File: src/rtl/irq_regbank_pkg.sv
package irq_regbank_pkg;
  localparam int ADDR_W = 16;

  localparam logic [ADDR_W-1:0] A_DEV_FLAGS = 16'h0820;
  localparam logic [ADDR_W-1:0] A_CTL_ALIAS = 16'h0824;
  localparam logic [ADDR_W-1:0] A_IRQ_EN    = 16'h0830;
  localparam logic [ADDR_W-1:0] A_CTL_FLAGS = 16'h1050;

  typedef enum logic [1:0] {SEL_NONE, SEL_DEV, SEL_CTL, SEL_EN} rd_sel_e;

  // map a byte address onto the register it reads
  function automatic rd_sel_e decode_sel(input logic [ADDR_W-1:0] a);
    case (a)
      A_DEV_FLAGS:              return SEL_DEV;
      A_CTL_ALIAS, A_CTL_FLAGS: return SEL_CTL;
      A_IRQ_EN:                 return SEL_EN;
      default:                  return SEL_NONE;
    endcase
  endfunction

  // burst address step: one word
  function automatic logic [ADDR_W-1:0] next_word(input logic [ADDR_W-1:0] a);
    return ADDR_W'(a + ADDR_W'(4));
  endfunction
endpackage

File: src/rtl/irq_flag_reg.sv
module irq_flag_reg #(
  parameter int W = 32
) (
  input  logic         clk,
  input  logic         rst_n,
  input  logic [W-1:0] set_i,
  input  logic         clr_we_i,
  input  logic [W-1:0] clr_mask_i,
  output logic [W-1:0] flags_o
);
  // clear first, then set: a simultaneous pulse survives
  function automatic logic [W-1:0] sticky_next(input logic [W-1:0] cur,
                                               input logic [W-1:0] set,
                                               input logic [W-1:0] clr);
    return (cur & ~clr) | set;
  endfunction

  logic [W-1:0] clr_eff;
  assign clr_eff = clr_we_i ? clr_mask_i : '0;

  always_ff @(posedge clk or negedge rst_n) begin
    if (!rst_n) flags_o <= '0;
    else        flags_o <= sticky_next(flags_o, set_i, clr_eff);
  end
endmodule

File: src/rtl/irq_read_engine.sv
module irq_read_engine
  import irq_regbank_pkg::*;
#(
  parameter int DW    = 32,
  parameter int LEN_W = 4
) (
  input  logic              clk,
  input  logic              rst_n,
  input  logic              req_i,
  input  logic [ADDR_W-1:0] addr_i,
  input  logic [LEN_W-1:0]  len_i,
  input  logic [DW-1:0]     word_i,
  output logic [ADDR_W-1:0] lookup_addr_o,
  output logic              fire_o,
  output logic [LEN_W-1:0]  cnt_o,
  output logic              rd_valid_o,
  output logic [DW-1:0]     rd_data_o
);
  logic [ADDR_W-1:0] cur_addr;
  logic [LEN_W-1:0]  cnt;
  logic              busy;
  logic [LEN_W-1:0]  first_rem;

  assign busy          = (cnt != '0);
  assign fire_o        = busy | req_i;
  assign lookup_addr_o = busy ? cur_addr : addr_i;
  assign first_rem     = (len_i == '0) ? '0 : LEN_W'(len_i - LEN_W'(1));
  assign cnt_o         = cnt;

  always_ff @(posedge clk or negedge rst_n) begin
    if (!rst_n) begin
      cur_addr   <= '0;
      cnt        <= '0;
      rd_valid_o <= 1'b0;
      rd_data_o  <= '0;
    end else if (fire_o) begin
      rd_data_o  <= word_i;
      rd_valid_o <= 1'b1;
      cur_addr   <= next_word(lookup_addr_o);
      cnt        <= busy ? LEN_W'(cnt - LEN_W'(1)) : first_rem;
    end else begin
      rd_valid_o <= 1'b0;
    end
  end
endmodule

File: src/rtl/irq_regbank.sv
module irq_regbank
  import irq_regbank_pkg::*;
#(
  parameter int DW    = 32,
  parameter int LEN_W = 4
) (
  input  logic              clk,
  input  logic              rst_n,
  input  logic [DW-1:0]     dev_evt,
  input  logic [DW-1:0]     ctl_evt,
  input  logic [ADDR_W-1:0] bus_addr,
  input  logic [DW-1:0]     bus_wdata,
  input  logic              bus_we,
  input  logic              bus_re,
  input  logic [LEN_W-1:0]  bus_len,
  output logic [DW-1:0]     rd_data,
  output logic              rd_valid,
  output logic              irq
);
  localparam int N_GRP   = 2;
  localparam int GRP_DEV = 0;
  localparam int GRP_CTL = 1;

  // named events for the checker
  logic dev_clr_we, ctl_clr_we, en_we;
  assign dev_clr_we = bus_we && (bus_addr == A_DEV_FLAGS);
  assign ctl_clr_we = bus_we && (bus_addr == A_CTL_FLAGS);
  assign en_we      = bus_we && (bus_addr == A_IRQ_EN);

  logic [DW-1:0] grp_set   [N_GRP];
  logic          grp_clr_we[N_GRP];
  logic [DW-1:0] grp_flags [N_GRP];

  assign grp_set[GRP_DEV]    = dev_evt;
  assign grp_set[GRP_CTL]    = ctl_evt;
  assign grp_clr_we[GRP_DEV] = dev_clr_we;
  assign grp_clr_we[GRP_CTL] = ctl_clr_we;

  for (genvar g = 0; g < N_GRP; g++) begin : g_grp
    irq_flag_reg #(.W(DW)) u_flags (
      .clk       (clk),
      .rst_n     (rst_n),
      .set_i     (grp_set[g]),
      .clr_we_i  (grp_clr_we[g]),
      .clr_mask_i(bus_wdata),
      .flags_o   (grp_flags[g])
    );
  end

  logic [DW-1:0] dev_flags, ctl_flags, irq_en;
  assign dev_flags = grp_flags[GRP_DEV];
  assign ctl_flags = grp_flags[GRP_CTL];

  always_ff @(posedge clk or negedge rst_n) begin
    if (!rst_n) begin
      irq_en <= '0;
      irq    <= 1'b0;
    end else begin
      if (en_we) irq_en <= bus_wdata;
      irq <= |(dev_flags & irq_en);
    end
  end

  // read path
  logic [ADDR_W-1:0] rd_lookup;
  logic              rd_fire;
  logic [LEN_W-1:0]  rd_cnt;
  logic [DW-1:0]     rd_word;
  logic              rd_addr_hit;
  rd_sel_e           rd_sel;

  assign rd_sel      = decode_sel(rd_lookup);
  assign rd_addr_hit = (rd_sel != SEL_NONE);

  always_comb begin
    case (rd_sel)
      SEL_DEV: rd_word = dev_flags;
      SEL_CTL: rd_word = ctl_flags;
      SEL_EN:  rd_word = irq_en;
      default: rd_word = '0;
    endcase
  end

  irq_read_engine #(.DW(DW), .LEN_W(LEN_W)) u_rd (
    .clk          (clk),
    .rst_n        (rst_n),
    .req_i        (bus_re),
    .addr_i       (bus_addr),
    .len_i        (bus_len),
    .word_i       (rd_word),
    .lookup_addr_o(rd_lookup),
    .fire_o       (rd_fire),
    .cnt_o        (rd_cnt),
    .rd_valid_o   (rd_valid),
    .rd_data_o    (rd_data)
  );
endmodule

File: config.mk
export PLATFORM = sky130hd
export DESIGN_NAME = irq_regbank
export DESIGN_NICKNAME = d
export VERILOG_FILES = /design/src/rtl/irq_regbank_pkg.sv /design/src/rtl/irq_flag_reg.sv /design/src/rtl/irq_read_engine.sv /design/src/rtl/irq_regbank.sv
export SDC_FILE = /design/constraint.sdc
export NUM_CORES = 1
export LEC_CHECK = 0
export ABC_CLOCK_PERIOD_IN_PS = 4460
export BUFFER_PORTS_ARGS = -buffer_cell sky130_fd_sc_hd__buf_2
export CORE_UTILIZATION = 45
export DETAILED_ROUTE_END_ITERATION = 6
export GPL_TIMING_DRIVEN = 0
export PLACE_DENSITY = 0.66
export SETUP_SLACK_MARGIN = 0.1
export SYNTH_ARGS = -nofsm -noshare
export SYNTH_HDL_FRONTEND = slang
export SYNTH_HIERARCHICAL = 1
export SYNTH_SLANG_ARGS = --single-unit
File: constraint.sdc
create_clock -name clk -period 4.46 [get_ports clk]
set_input_delay 0.223 -clock clk [delete_from_list [all_inputs] [get_ports clk]]
set_output_delay 0.223 -clock clk [all_outputs]
set_load 0.1 [all_outputs]
==> impl_table.tex <==
\begin{tabular}{lr}
\hline
Metric & Value \\
\hline
\multicolumn{2}{l}{\textbf{Critical path}} \\
Crit Path Class & reg2reg \\
FF-to-FF setup slack & between 1000 and 1500 ps \\
Worst-path fanout max & 10 \\
Worst EP arrival & 3760 ps \\
Capturing element type of the critical path & flip-flop \\
Crit path max-delay family & simple AND/OR/NAND/NOR gates \\
Standard cell with the maximum stage delay on the critical path & sky130\_fd\_sc\_hd\_\_nor3b\_2 \\
Ordered list of cells on the worst path & inv\_1, ha\_1, nor3b\_2, clkbuf\_1, nand2\_1, nand2\_1, nor3b\_2, o2111ai\_2, buf\_2, o2bb2ai\_1, nand2\_1, nand2\_1 \\
Longest individual stage delay on the worst path & roughly 490 ps \\
WP data required & 4820 ps \\
Startpoint class of the critical path & flip-flop \\
Most repeated library cell on the critical path & sky130\_fd\_sc\_hd\_\_nand2\_1 \\
Number of buffer and inverter instances along the worst setup path & 3 \\
\multicolumn{2}{l}{\textbf{Detailed routing}} \\
Remaining design rule violation count & 0 \\
Vias/cell & approximately 5.4 \\
Antenna viol nets, final & 0 \\
Routed wire length & 22000 um \\
WL/cell & about 19 um \\
Via count of the routed design & between 6000 and 7000 \\
Detailed-router iteration count before antenna repair & 5 \\
DR iter-0 viols & 415 \\
\multicolumn{2}{l}{\textbf{Floorplan}} \\
Width of the die & $\sim$130 um \\
Initial core utilization & 0.466 \\
Top-Level Pins & 154 \\
Standard-cell row count & 46 \\
Die Footprint & about 17000 um2 \\
Placeable core region & about 16000 um2 \\
Chip Height & approximately 130 um \\
\multicolumn{2}{l}{\textbf{GRT}} \\
Initial antenna violation count & 1 \\
Remaining Overflow, GRT & 0 \\
Maximum number of pins on one net before global-route repair & just under 80 \\
Tot GR Track Use & 0.272 \\
Global-route wire length before repair & 34100 um \\
Number of global-route vias before repair & $\sim$6300 \\
\multicolumn{2}{l}{\textbf{Timing}} \\
Top achievable clock speed & just under 300 MHz \\
Headroom to the max-slew limit & 0.197 \\
Setup repair after global routing missed its margin & false \\
Crit path time final & $\sim$3400 ps \\
Number of setup violations in the final report & 0 \\
Slew Limit Fails & 0 \\
Worst setup slack after layout & 1070 ps \\
Final clock period utilization by the worst path & 0.761 \\
Final worst clock skew & 7.32 ps \\
Final setup TNS & 0 ps \\
Worst slew pin tran & 1200 ps \\
Final Hold Viols & 0 \\
\multicolumn{2}{l}{\textbf{Cells and area}} \\
Area growth, synth to finish & 29.6\% \\
Number of standard cells in the layout, taps in and fillers out & between 1000 and 1500 \\
Fraction of layout instances using a drive strength above 1 & 0.251 \\
Final nets & 1062 \\
Commonest non-fill, non-tap cell in the layout & sky130\_fd\_sc\_hd\_\_nand2\_1 \\
Most frequent cells in the layout & sky130\_fd\_sc\_hd\_\_nand2\_1 (213), sky130\_fd\_sc\_hd\_\_buf\_2 (160), sky130\_fd\_sc\_hd\_\_dfrtp\_1 (150) \\
Antenna diode count & 0 \\
Post-route standard cell area excluding fillers & between 9000 and 10000 um2 \\
Filler Cells Inserted & between 1000 and 1500 \\
\multicolumn{2}{l}{\textbf{Yosys}} \\
Ys async rst share & 1.00 \\
Top area cells in the synthesized netlist & sky130\_fd\_sc\_hd\_\_dfrtp\_1 (50\%), sky130\_fd\_sc\_hd\_\_nand2\_1 (11\%), sky130\_fd\_sc\_hd\_\_a21o\_1 (6.5\%) \\
Syn\_nets & roughly 830 \\
Fraction of the yosys area taken by sequential cells & 0.504 \\
Number of different library cells in the post-synthesis netlist & 64 \\
Number of standard cells after synthesis & between 700 and 800 \\
Most frequently used flop master after synthesis & sky130\_fd\_sc\_hd\_\_dfrtp\_1 \\
Post-synthesis area per instance & between 10 and 15 um2 \\
Portion of synthesized cell area occupied by the leading cell type & 0.504 \\
Count of flip-flops with a built-in enable after synthesis & 0 \\
Number of synthesized register bits & 150 \\
Cell type contributing the most total cell area after synthesis & sky130\_fd\_sc\_hd\_\_dfrtp\_1 \\
Number of synthesis warnings & 6 \\
Post-Syn Area & $\sim$7500 um2 \\
\multicolumn{2}{l}{\textbf{Place}} \\
Routability cong. & between 0.9 and 1 \\
Post-Place Worst Slack & between 1000 and 1500 ps \\
Final HPWL DP & 15200 um \\
Cell area reported after detailed placement & between 8000 and 9000 um2 \\
Buffers on Ports & between 150 and 200 \\
Cells after DPL & about 1100 \\
\multicolumn{2}{l}{\textbf{Clock network}} \\
Depth of the CTS H-tree & 4 \\
Clock tree from TritonCTS & built \\
Clock tree root buffer cell & sky130\_fd\_sc\_hd\_\_clkbuf\_16 \\
Number of cells upsized or downsized after cts & 0 \\
Bufs on Longest Clock Path & 2 \\
Insertion delay of the later-clocked pin in the worst-skew pair & approximately 420 ps \\
Reg clk slew, reported paths & approximately 60 ps \\
Number of clock sinks & 150 \\
Cts bufs inserted & 17 \\
\multicolumn{2}{l}{\textbf{Outcome}} \\
Result of the run & complete, no violations \\
\multicolumn{2}{l}{\textbf{Power}} \\
Worst ir drop on vdd & approximately 350 uV \\
P\_leak & between 4 and 5 nW \\
Total power divided by cell area & slightly above 400 nW/um2 \\
\multicolumn{2}{l}{\textbf{Hold path}} \\
Worst hold path type & in2reg \\
\multicolumn{2}{l}{\textbf{Flow run}} \\
Max-cap violations & 0 \\
\hline
\end{tabular}
==> through the flow <==
stage	total power [mW]	hold WS (ps)	util
3_5_place_dp	2.51	293	0.532
5_1_grt	4.12	1.63	0.604
2_1_floorplan	2.22	-72.6	-
6_report	3.93	10.6	0.604
4_1_cts	3.94	1.44	0.603
3_3_place_gp	2.49	401	0.530
==> cell families after synthesis <==
family,synth area share
muxes,0.107
DFF,0.504
and+or+nand+nor,0.181
AOI/OAI and AO/OA,0.160
xor gates and xnor gates,0.00705
adders and majority gates,0.00336
buffers and inverters,0.0388
==> timing repair <==
item                                   4_1_cts  5_1_grt
hold buffers                                54        2
endpoints found under the hold margin      125        2
setup buffers                                0        0
==> layout make-up <==
| type | instances | area [um2] | area share |
|---|---|---|---|
| Clock buffer | 21 | 480 | 0.0497 |
| Sequential cell | 150 | 3750 | 0.389 |
| Timing Repair Buffer | 209 | 1360 | 0.140 |
| Multi-Input combinational cell | 522 | 3410 | 0.353 |
| Clock inverter | 11 | 100 | 0.0104 |
| Buffer | 34 | 267 | 0.0276 |
| Inverter | 6 | 22.5 | 0.00233 |
| Tap cell | 216 | 270 | 0.0280 |
==> power by group <==
group          leakage [nW]  switching (mW)  internal [mW]
registers              1.72           0.111           1.46
clock network         0.285           0.571          0.826
logic                  2.66           0.573          0.385
==> sequential cells by signal, summed over array words and instances (netlist names) <==
name / cells
g_grp.u_flags/flags_o: 64
u_rd/cnt_o: 4
u_rd/rd_data_o: 32
irq: 1
irq_en: 32
u_rd/cur_addr: 16
u_rd/rd_valid_o: 1
==> worst paths after layout <==
path,cells past startpoint,from,endpoint
max,12,u_rd/cnt_o[0],u_rd/rd_data_o[3]
min reg2reg,2,u_rd/rd_data_o[21],u_rd/rd_data_o[21]
max reg2reg,12,u_rd/cnt_o[0],u_rd/rd_data_o[3]
max in group asynchronous,3,rst_n,u_rd/cnt_o[3]
min in group asynchronous,2,rst_n,u_rd/rd_data_o[1]
min,2,ctl_evt[24],g_grp[1].u_flags/flags_o[24]
==> Yosys cell counts (2+ instances only) <==
library cell and number:
sky130_fd_sc_hd__nor3_1 10, sky130_fd_sc_hd__nor3b_2 3, sky130_fd_sc_hd__a22oi_1 16, sky130_fd_sc_hd__dfrtp_1 150, sky130_fd_sc_hd__buf_6 16, sky130_fd_sc_hd__a21o_1 65
sky130_fd_sc_hd__a31oi_1 4, sky130_fd_sc_hd__clkbuf_1 3, sky130_fd_sc_hd__nor4_1 2, sky130_fd_sc_hd__ha_1 2, sky130_fd_sc_hd__buf_4 2, sky130_fd_sc_hd__o21a_1 2
sky130_fd_sc_hd__nand4_1 10, sky130_fd_sc_hd__buf_2 9, sky130_fd_sc_hd__mux2i_1 34, sky130_fd_sc_hd__a211oi_1 2, sky130_fd_sc_hd__o2bb2ai_1 32, sky130_fd_sc_hd__a21oi_1 9
sky130_fd_sc_hd__nand4bb_1 3, sky130_fd_sc_hd__nand3_1 5, sky130_fd_sc_hd__o31ai_1 4, sky130_fd_sc_hd__nor4_4 2, sky130_fd_sc_hd__and3_1 4, sky130_fd_sc_hd__buf_1 4
sky130_fd_sc_hd__xor2_1 2, sky130_fd_sc_hd__nor2_1 19, sky130_fd_sc_hd__nand2_1 213, sky130_fd_sc_hd__mux2_2 7, sky130_fd_sc_hd__mux2_1 32, sky130_fd_sc_hd__o22ai_1 2
sky130_fd_sc_hd__inv_1 5, sky130_fd_sc_hd__o21ai_0 4, sky130_fd_sc_hd__xnor2_1 4
==> routing by layer <==
metal / routed length (um) / share of wire / track usage / up-vias
met4: 332 / 0.015 / 0.0899 / 2
met5: 11 / 0.00050 / 0 / -
met2: 10500 / 0.48 / 0.443 / 223
met3: 1410 / 0.064 / 0.0615 / 26
li1: - / - / - / 2991
met1: 9710 / 0.44 / 0.361 / 3119
(Power assumes the default switching activity.)
